File: config.mk
export PLATFORM = sky130hd
export DESIGN_NAME = wdog_top
export DESIGN_NICKNAME = d
export VERILOG_FILES = /design/src/rtl/wdog_pkg.sv /design/src/rtl/wdog_ctrl.sv /design/src/rtl/wdog_dp.sv /design/src/rtl/wdog_top.sv
export SDC_FILE = /design/constraint.sdc
export NUM_CORES = 1
export LEC_CHECK = 0
export CORE_MARGIN = 3
export CORE_UTILIZATION = 45
export DETAILED_ROUTE_END_ITERATION = 8
export HOLD_SLACK_MARGIN = 0.05
export MAX_ROUTING_LAYER = met4
export PLACE_DENSITY = 0.7
export SLEW_MARGIN = 0
export SYNTH_ARGS = -nofsm -noshare
export SYNTH_HDL_FRONTEND = slang
export SYNTH_SLANG_ARGS = --single-unit
File: constraint.sdc
create_clock -name clk -period 3 [get_ports clk]
set_input_delay 0.6 -clock clk [delete_from_list [all_inputs] [get_ports clk]]
set_output_delay 0.6 -clock clk [all_outputs]
set_load 0.01 [all_outputs]
File: src/rtl/wdog_pkg.sv
package wdog_pkg;

  typedef enum logic [1:0] {
    EV_RESET = 2'b00,
    EV_NMI   = 2'b01,
    EV_GPI_A = 2'b10,
    EV_GPI_B = 2'b11
  } evtSel_t;

  // strobes from control to datapath
  typedef struct packed {
    logic load;   // copy reload value into live count
    logic dec;    // count down one step (if nonzero)
  } wdStrobe_t;

  localparam logic [1:0] ADDR_CTRL   = 2'd0;
  localparam logic [1:0] ADDR_RELOAD = 2'd1;
  localparam logic [1:0] ADDR_LIVE   = 2'd2;

endpackage

File: src/rtl/wdog_ctrl.sv
module wdog_ctrl
  import wdog_pkg::*;
#(
  parameter logic [7:0] DIS_CODE = 8'hAD
) (
  input  logic        clk,
  input  logic        rstN,
  input  logic        wrCtrl,
  input  logic        wrLive,
  input  logic [15:0] wrData,
  input  logic        haltIn,
  input  logic        expireNow,
  output wdStrobe_t   strobe,
  output logic [15:0] ctrlWord,
  output logic        evtReset,
  output logic        evtNmi,
  output logic        evtIrq,
  output logic        resetSrc
);

  logic [7:0] enField;
  evtSel_t    evtSel;
  logic       expFlag;
  logic       rstPulse;
  logic       srcFlag;

  logic       running;
  logic [7:0] newEn;
  logic       enableEdge;
  logic       clearReq;
  logic       rstExpire;

  assign running    = (enField != DIS_CODE);
  assign newEn      = wrData[11:4];
  assign enableEdge = wrCtrl && !running && (newEn != DIS_CODE);
  assign clearReq   = wrCtrl && wrData[15] && (newEn == DIS_CODE);
  assign rstExpire  = expireNow && (evtSel == EV_RESET);

  always_comb begin
    strobe.load = wrLive || enableEdge;
    strobe.dec  = running && !haltIn && !strobe.load;
  end

  always_ff @(posedge clk or negedge rstN) begin
    if (!rstN) begin
      enField  <= DIS_CODE;
      evtSel   <= EV_RESET;
      expFlag  <= 1'b0;
      rstPulse <= 1'b0;
      srcFlag  <= 1'b0;
    end else begin
      if (wrCtrl) begin
        enField <= newEn;
        evtSel  <= evtSel_t'(wrData[1:0]);
      end
      if (expireNow) expFlag <= !rstExpire;
      else if (clearReq) expFlag <= 1'b0;
      rstPulse <= rstExpire;
      srcFlag  <= srcFlag || rstExpire;
    end
  end

  assign ctrlWord = {expFlag, 3'b000, enField, 2'b00, evtSel};
  assign evtReset = rstPulse;
  assign evtNmi   = expFlag && (evtSel == EV_NMI);
  assign evtIrq   = expFlag && evtSel[1];
  assign resetSrc = srcFlag;

endmodule

File: src/rtl/wdog_dp.sv
module wdog_dp
  import wdog_pkg::*;
#(
  parameter int unsigned CNT_W      = 32,
  parameter logic [CNT_W-1:0] RELOAD_RST = '0
) (
  input  logic             clk,
  input  logic             rstN,
  input  logic             wrReload,
  input  logic [CNT_W-1:0] wrData,
  input  wdStrobe_t        strobe,
  output logic [CNT_W-1:0] liveCnt,
  output logic [CNT_W-1:0] reloadVal,
  output logic             expireNow
);

  localparam logic [CNT_W-1:0] ONE = CNT_W'(1);

  logic nonZero;

  assign nonZero   = (liveCnt != '0);
  assign expireNow = strobe.dec && (liveCnt == ONE);

  always_ff @(posedge clk or negedge rstN) begin
    if (!rstN) begin
      reloadVal <= RELOAD_RST;
      liveCnt   <= '0;
    end else begin
      if (wrReload) reloadVal <= wrData;
      if (strobe.load) liveCnt <= reloadVal;
      else if (strobe.dec && nonZero) liveCnt <= liveCnt - ONE;
    end
  end

endmodule

File: src/rtl/wdog_top.sv
module wdog_top
  import wdog_pkg::*;
#(
  parameter int unsigned      CNT_W      = 32,
  parameter logic [7:0]       DIS_CODE   = 8'hAD,
  parameter logic [CNT_W-1:0] RELOAD_RST = '0
) (
  input  logic        clk,
  input  logic        rstN,
  input  logic        regWrEn,
  input  logic [1:0]  regAddr,
  input  logic [31:0] regWrData,
  output logic [31:0] regRdData,
  input  logic        haltIn,
  output logic        evtReset,
  output logic        evtNmi,
  output logic        evtIrq,
  output logic        resetSrc
);

  wdStrobe_t        strobe;
  logic [15:0]      ctrlWord;
  logic [CNT_W-1:0] liveCnt;
  logic [CNT_W-1:0] reloadVal;
  logic             expireNow;
  logic             wrCtrl, wrReload, wrLive;

  assign wrCtrl   = regWrEn && (regAddr == ADDR_CTRL);
  assign wrReload = regWrEn && (regAddr == ADDR_RELOAD);
  assign wrLive   = regWrEn && (regAddr == ADDR_LIVE);

  wdog_ctrl #(.DIS_CODE(DIS_CODE)) u_ctrl (
    .clk(clk), .rstN(rstN), .wrCtrl(wrCtrl), .wrLive(wrLive),
    .wrData(regWrData[15:0]), .haltIn(haltIn), .expireNow(expireNow),
    .strobe(strobe), .ctrlWord(ctrlWord), .evtReset(evtReset),
    .evtNmi(evtNmi), .evtIrq(evtIrq), .resetSrc(resetSrc)
  );

  wdog_dp #(.CNT_W(CNT_W), .RELOAD_RST(RELOAD_RST)) u_dp (
    .clk(clk), .rstN(rstN), .wrReload(wrReload),
    .wrData(regWrData[CNT_W-1:0]), .strobe(strobe),
    .liveCnt(liveCnt), .reloadVal(reloadVal), .expireNow(expireNow)
  );

  always_comb begin
    case (regAddr)
      ADDR_CTRL:   regRdData = {16'h0000, ctrlWord};
      ADDR_RELOAD: regRdData = 32'(reloadVal);
      ADDR_LIVE:   regRdData = 32'(liveCnt);
      default:     regRdData = 32'h0;
    endcase
  end

endmodule

==> Word level (Yosys, flattened, before mapping) <==
Index checks and enable logic that the tools add are counted.
W data, S select, Z words.
{ "op_classes": {"addsub": 1, "n_lt_le_gt_ge": 0, "n_div": 0, "shift": 0, "n_eq_ne": 7, "n_reduce_logical": 25, "n_mul": 0, "muxes": 5, "n_bitwise": 0} }
{ "ops": {"columns": ["cell", "count"], "rows": [
  ["$pmux W32 S3", 1],
  ["$mux W32", 2],
  ["$eq A32 B1 Y1 const B", 1],
  ["$reduce_bool A32 Y1", 1],
  ["$sub A32 B1 Y32 const B", 1],
  ["$ne A8 B8 Y1 const B", 2],
  ["$logic_and A1 B1 Y1", 14],
  ["$eq A8 B8 Y1 const B", 1],
  ["$eq A2 B1 Y1 const B", 2],
  ["$logic_not A1 Y1", 4],
  ["$logic_not A2 Y1", 2],
  ["$reduce_bool A2 Y1", 2],
  ["$eq A2 B2 Y1 const B", 1],
  ["$logic_or A1 B1 Y1", 2],
  ["$mux W1", 2]
]} }
{ "word_totals": {"latchBits": 0, "register_bits": 77, "wordCells": 45, "inputBits": 38, "mem_bits_ro": 0, "mem_bits_rw": 0, "memories": 0, "output_inout_bits": 36} }

==> Depth between registers and ports, before layout <==
{ "depth": {"word_depth": 11, "depth_mapped": 10, "ltp_nobuf": 8} }

==> By module <==
From an unflattened synthesis, not the netlist that was laid out.
{ "unflattened": {"hier_cells": 426, "hier_area_um2": 4434.3} }
{ "by_module_without_submodules": {"columns": ["module", "seq_area_each_um2", "area_per_inst_um2", "cells_each", "instances"], "rows": [
  ["wdog_dp", 1601.5, 3245.6, 315, 1],
  ["wdog_ctrl", 331.6, 613.1, 48, 1],
  ["wdog_top", 0.0, 575.6, 63, 1]
]} }

==> Least setup slack after synthesis <==
Ideal clock, no wire load.
{ "synth_timing": {"kind": "register to register", "startpoint": "register u_dp.liveCnt[0]", "endpoint": "register u_dp.liveCnt[17]", "path_stages_with_launch": 10, "slack_ns": 0.655, "arrival_time_ns": 2.219, "setup_time_ns": 0.126, "t_required_ns": 2.874, "synth_period_minus_slack_ns": 2.345, "path_buffers": 2, "cell_sequence": "dfrtp_1 inv_1 ha_1 or3b_1 clkbuf_1 or4_4 nand3_2 buf_6 nor4b_1 a221o_1"} }
{ "synth_via": {"elab_chain_cells": 3, "elab_cells_between_ends": 6, "cone_classes": "add/sub: 1; mux: 2; reduce/logical: 3"} }
{ "synth_rtl": {"columns": ["element", "line", "text"], "rows": [
  ["start, declared", "wdog_dp.sv:12", "output logic [CNT_W-1:0] liveCnt,"],
  ["start signal, assigned", "wdog_dp.sv:30", "if (strobe.load) liveCnt <= reloadVal;"],
  ["start signal, assigned", "wdog_dp.sv:31", "else if (strobe.dec && nonZero) liveCnt <= liveCnt - ONE;"],
  ["$sub A32 B1 Y32 or $reduce_bool A32 Y1 (tied branches)", "wdog_dp.sv:31, wdog_dp.sv:21", null],
  ["$mux W32 or $logic_and A1 B1 Y1 (tied branches)", "wdog_dp.sv:31", null],
  ["$mux W32 or $reduce_bool A2 Y1 (tied branches)", null, null]
]} }
Parallel ways exist; a longest one is shown, timed or not. The select of a mux whose other input is x is not followed.
A chain may end at the register's enable or synchronous reset.

==> Worst setup path in the final report <==
{ "layout_timing": {"startpoint": "input port regAddr[0]", "endpoint": "output port regRdData[8]"} }
{ "layout_via": {"elab_chain_cells": 2, "elab_cells_between_ends": 4, "cone_classes": "eq/ne: 2; mux: 1; reduce/logical: 1"} }
{ "layout_rtl": {"columns": ["element", "line", "text"], "rows": [
  ["start, declared", "wdog_top.sv:11", "input logic [1:0] regAddr,"],
  ["$eq A2 B2 Y1 (tied with other cells)", "wdog_top.sv:46", "case (regAddr)"],
  ["$pmux W32 S3 *", "wdog_top.sv:46", null],
  ["end, declared", "wdog_top.sv:13", "output logic [31:0] regRdData,"]
]} }
Every way passes the cells marked *; elsewhere a longest branch is shown, timed or not.

==> impl_metrics.env <==
export IMPL_root_buffer="clkbuf_8"
export IMPL_crit_path_max_incr_delay_ns=0.57
export IMPL_critPathMaxFanout=11
export IMPL_globalplace_congestion=0.864
export IMPL_grt_max_degree=78
export IMPL_io_buffers=73
export IMPL_fillers=807
export IMPL_via_count=3725
export IMPL_status="completed"
export IMPL_synthMuxAreaShare_pct=13.8
export IMPL_worstSkewPairLatency_ns=0.36
export IMPL_yosys_register_bits=77
export IMPL_p_total_mw=3.06
export IMPL_async_flop_share_pct=100
export IMPL_core_area_mm2=0.00924
export IMPL_period_share_pct=96.6
export IMPL_start_util_pct=46.5
export IMPL_cts_sinks=77
export IMPL_drt_total_wl_um=11500
export IMPL_worstSetupPathType="in2out"
export IMPL_place_inst=621
export IMPL_drt_first_pass_iters=4
export IMPL_tightest_slew_ns=0.981
export IMPL_max_cap_violations=0
export IMPL_die_x_um=104
export IMPL_path_buf_inv=3
export IMPL_power_density_mw_per_mm2=558
export IMPL_clk_pin_slew_ns=0.08
export IMPL_min_period_ns=2.90
export IMPL_synthesis_area_mm2=0.00429
export IMPL_hold_class="in2async"
export IMPL_crit_required_ns=2.40
export IMPL_startpoint_type="input port"
export IMPL_synth_top_family_by_area="simple AND/OR/NAND/NOR gates"
export IMPL_postSynthCellCount=419
export IMPL_drc=0
export IMPL_grt_pass1_wl_um=19000
export IMPL_antenna_left=0
export IMPL_crit_cells=6
export IMPL_instances_no_fill=637
export IMPL_final_hold_viol_count=0
export IMPL_slowest_stage="clkdlybuf4s50_1"
export IMPL_relSlewSlack_pct=34.6
export IMPL_clock_path_buffers=2
export IMPL_grt_overflow=0
export IMPL_synthAdderAreaFrac_pct=0.583
export IMPL_num_antenna_cells=0
export IMPL_boundaryPins=74
export IMPL_avgSynthCellArea_um2=10.2
export IMPL_nets=543
export IMPL_cts_tree="built"
export IMPL_drive_gt1_share_pct=20.9
export IMPL_synth_compound_area_share_pct=17.9
export IMPL_synth_nets=459
export IMPL_ys_flop_type="dfrtp_1"
export IMPL_ir_drop_v=0.000275
export IMPL_cp_top_family="buffers and inverters"
export IMPL_hpwl_um=8340
export IMPL_grt_util_all_layers_pct=22.3
export IMPL_htree_levels=3
export IMPL_p_leak_nw=2.29
export IMPL_rr_worst_depth=7
export IMPL_fp_row_count=35
export IMPL_synth_edf_count=0
export IMPL_fin_tns_setup_ns=0
export IMPL_cts_buffers_inserted=9
export IMPL_synth_xor_area_share_pct=0.408
export IMPL_antenna_found_initial=0
export IMPL_dieArea_mm2=0.0107
export IMPL_setup_viol=0
export IMPL_arrival_ns=2.30
export IMPL_wl_per_cell_um=18.1
export IMPL_skew_ns=0.0133
export IMPL_crit_top_cell="clkdlybuf4s50_1"
export IMPL_ys_warn_count=0
export IMPL_clock_fmax_mhz=345
export IMPL_drt_iter0_markers=230
export IMPL_final_common_cell="dfrtp_1"
export IMPL_final_cell_mix="72 x dfrtp_1, 66 x clkdlybuf4s50_1, 43 x nand2_1"
export IMPL_ys_types=61
export IMPL_die_y_um=104
export IMPL_slew_viol_final=0
export IMPL_rsz0062_at_grt="false"
export IMPL_crit_chain="clkdlybuf4s50_1, nor2b_2, buf_4, nand2_1, o21ai_0, clkdlybuf4s50_1"
export IMPL_hold_slack_ns=0.410
export IMPL_syn_to_final_growth_pct=27.9
export IMPL_grt_pass1_vias=3715
export IMPL_ys_seq_area_share_pct=45.0
export IMPL_end_kind="output port"
export IMPL_synthSimpleGateAreaFrac_pct=18.9
export IMPL_avgViaCountPerCell=5.85
flip-flops by register name, indices dropped and copies added, names as in the netlist:
register	cells
u_ctrl.resetSrc	1
u_dp.reloadVal	32
u_ctrl.evtSel	2
u_dp.liveCnt	32
u_ctrl.expFlag	1
u_ctrl.evtReset	1
u_ctrl.enField	8
through the flow:
stage	cell area (um2)	setup WS [ns]	util, %
after global placement	5280	0.0421	57.1
final	5490	0.102	59.4
after floorplan	4290	0.655	-
after CTS	5470	0.0182	59.2
after global routing	5490	0.00755	59.4
after detailed placement	5280	0.0356	57.1
where the power goes:
group	switching [mW]	internal, mW	total, mW
Sequential	0.234	1.24	1.48
Combinational	0.381	0.428	0.809
Clock	0.391	0.384	0.775
cell usage after synthesis, types with 5 or more instances:
library cell / count / area (um2)
a221o_1: 6 / 60.1
nand4_1: 5 / 31.3
o21ai_0: 26 / 130
a21oi_1: 7 / 35.0
nand3_1: 15 / 75.1
a211oi_1: 5 / 37.5
o211ai_1: 7 / 52.6
mux2_2: 42 / 473
dfrtp_1: 72 / 1800
a22o_1: 21 / 184
inv_1: 9 / 33.8
mux2i_1: 12 / 120
nand2_1: 43 / 161
clkbuf_1: 14 / 52.6
nor3_1: 12 / 60.1
dfstp_2: 5 / 131
a31oi_1: 5 / 31.3
nor4_1: 6 / 37.5
nor2_1: 25 / 93.8
path summary, 6_finish.rpt:
path                                  from                  to  slack, ns
min in group clk           u_ctrl.resetSrc     u_ctrl.resetSrc       0.47
setup reg to reg           u_dp.liveCnt[5]    u_dp.liveCnt[25]       0.21
max in group asynchronous             rstN   u_ctrl.enField[4]       1.98
hold / removal                        rstN  u_dp.reloadVal[22]       0.41
setup / recovery                regAddr[0]        regRdData[8]       0.10
hold reg to reg            u_ctrl.resetSrc     u_ctrl.resetSrc       0.47
logic make-up (layout without fill, tap and decap cells):
| family | after synthesis | in the layout |
|---|---|---|
| AOI/OAI and AO/OA | 106 | 106 |
| and+or+nand+nor | 146 | 146 |
| adders and majority gates | 2 | 2 |
| xor gates and xnor gates | 2 | 2 |
| buffers and inverters | 32 | 121 |
| muxes | 54 | 54 |
| DFF | 77 | 77 |
cell type report:
type                    count  area [um2]  share of cell area [%]
multi-input cells         310        2220                    40.5
clock inverters             6        65.1                    1.19
clock buffers              10         128                    2.33
flip-flops and latches     77        1930                    35.2
well taps                 129         161                    2.94
inverters                   9        33.8                   0.615
repair buffers             96         945                    17.2
layer usage:
| metal | vias up | track usage [%] | routed length, um |
|---|---|---|---|
| li1 | 1765 | - | - |
| met1 | 1850 | 29.9 | 5230 |
| met2 | 94 | 35.0 | 5580 |
| met3 | 16 | 4.30 | 531 |
| met4 | 0 | 6.36 | 189 |
| met5 | - | - | 0 |
what timing repair did:
| action | 4_1_cts | 5_1_grt |
|---|---|---|
| hold buffers | 0 | 0 |
| hold endpoints to repair | 0 | 0 |
| gates resized for setup | 0 | 8 |
| endpoints found under the setup margin | 0 | 30 |
| setup buffers | 0 | 0 |
Power figures use the tool's default switching activity.
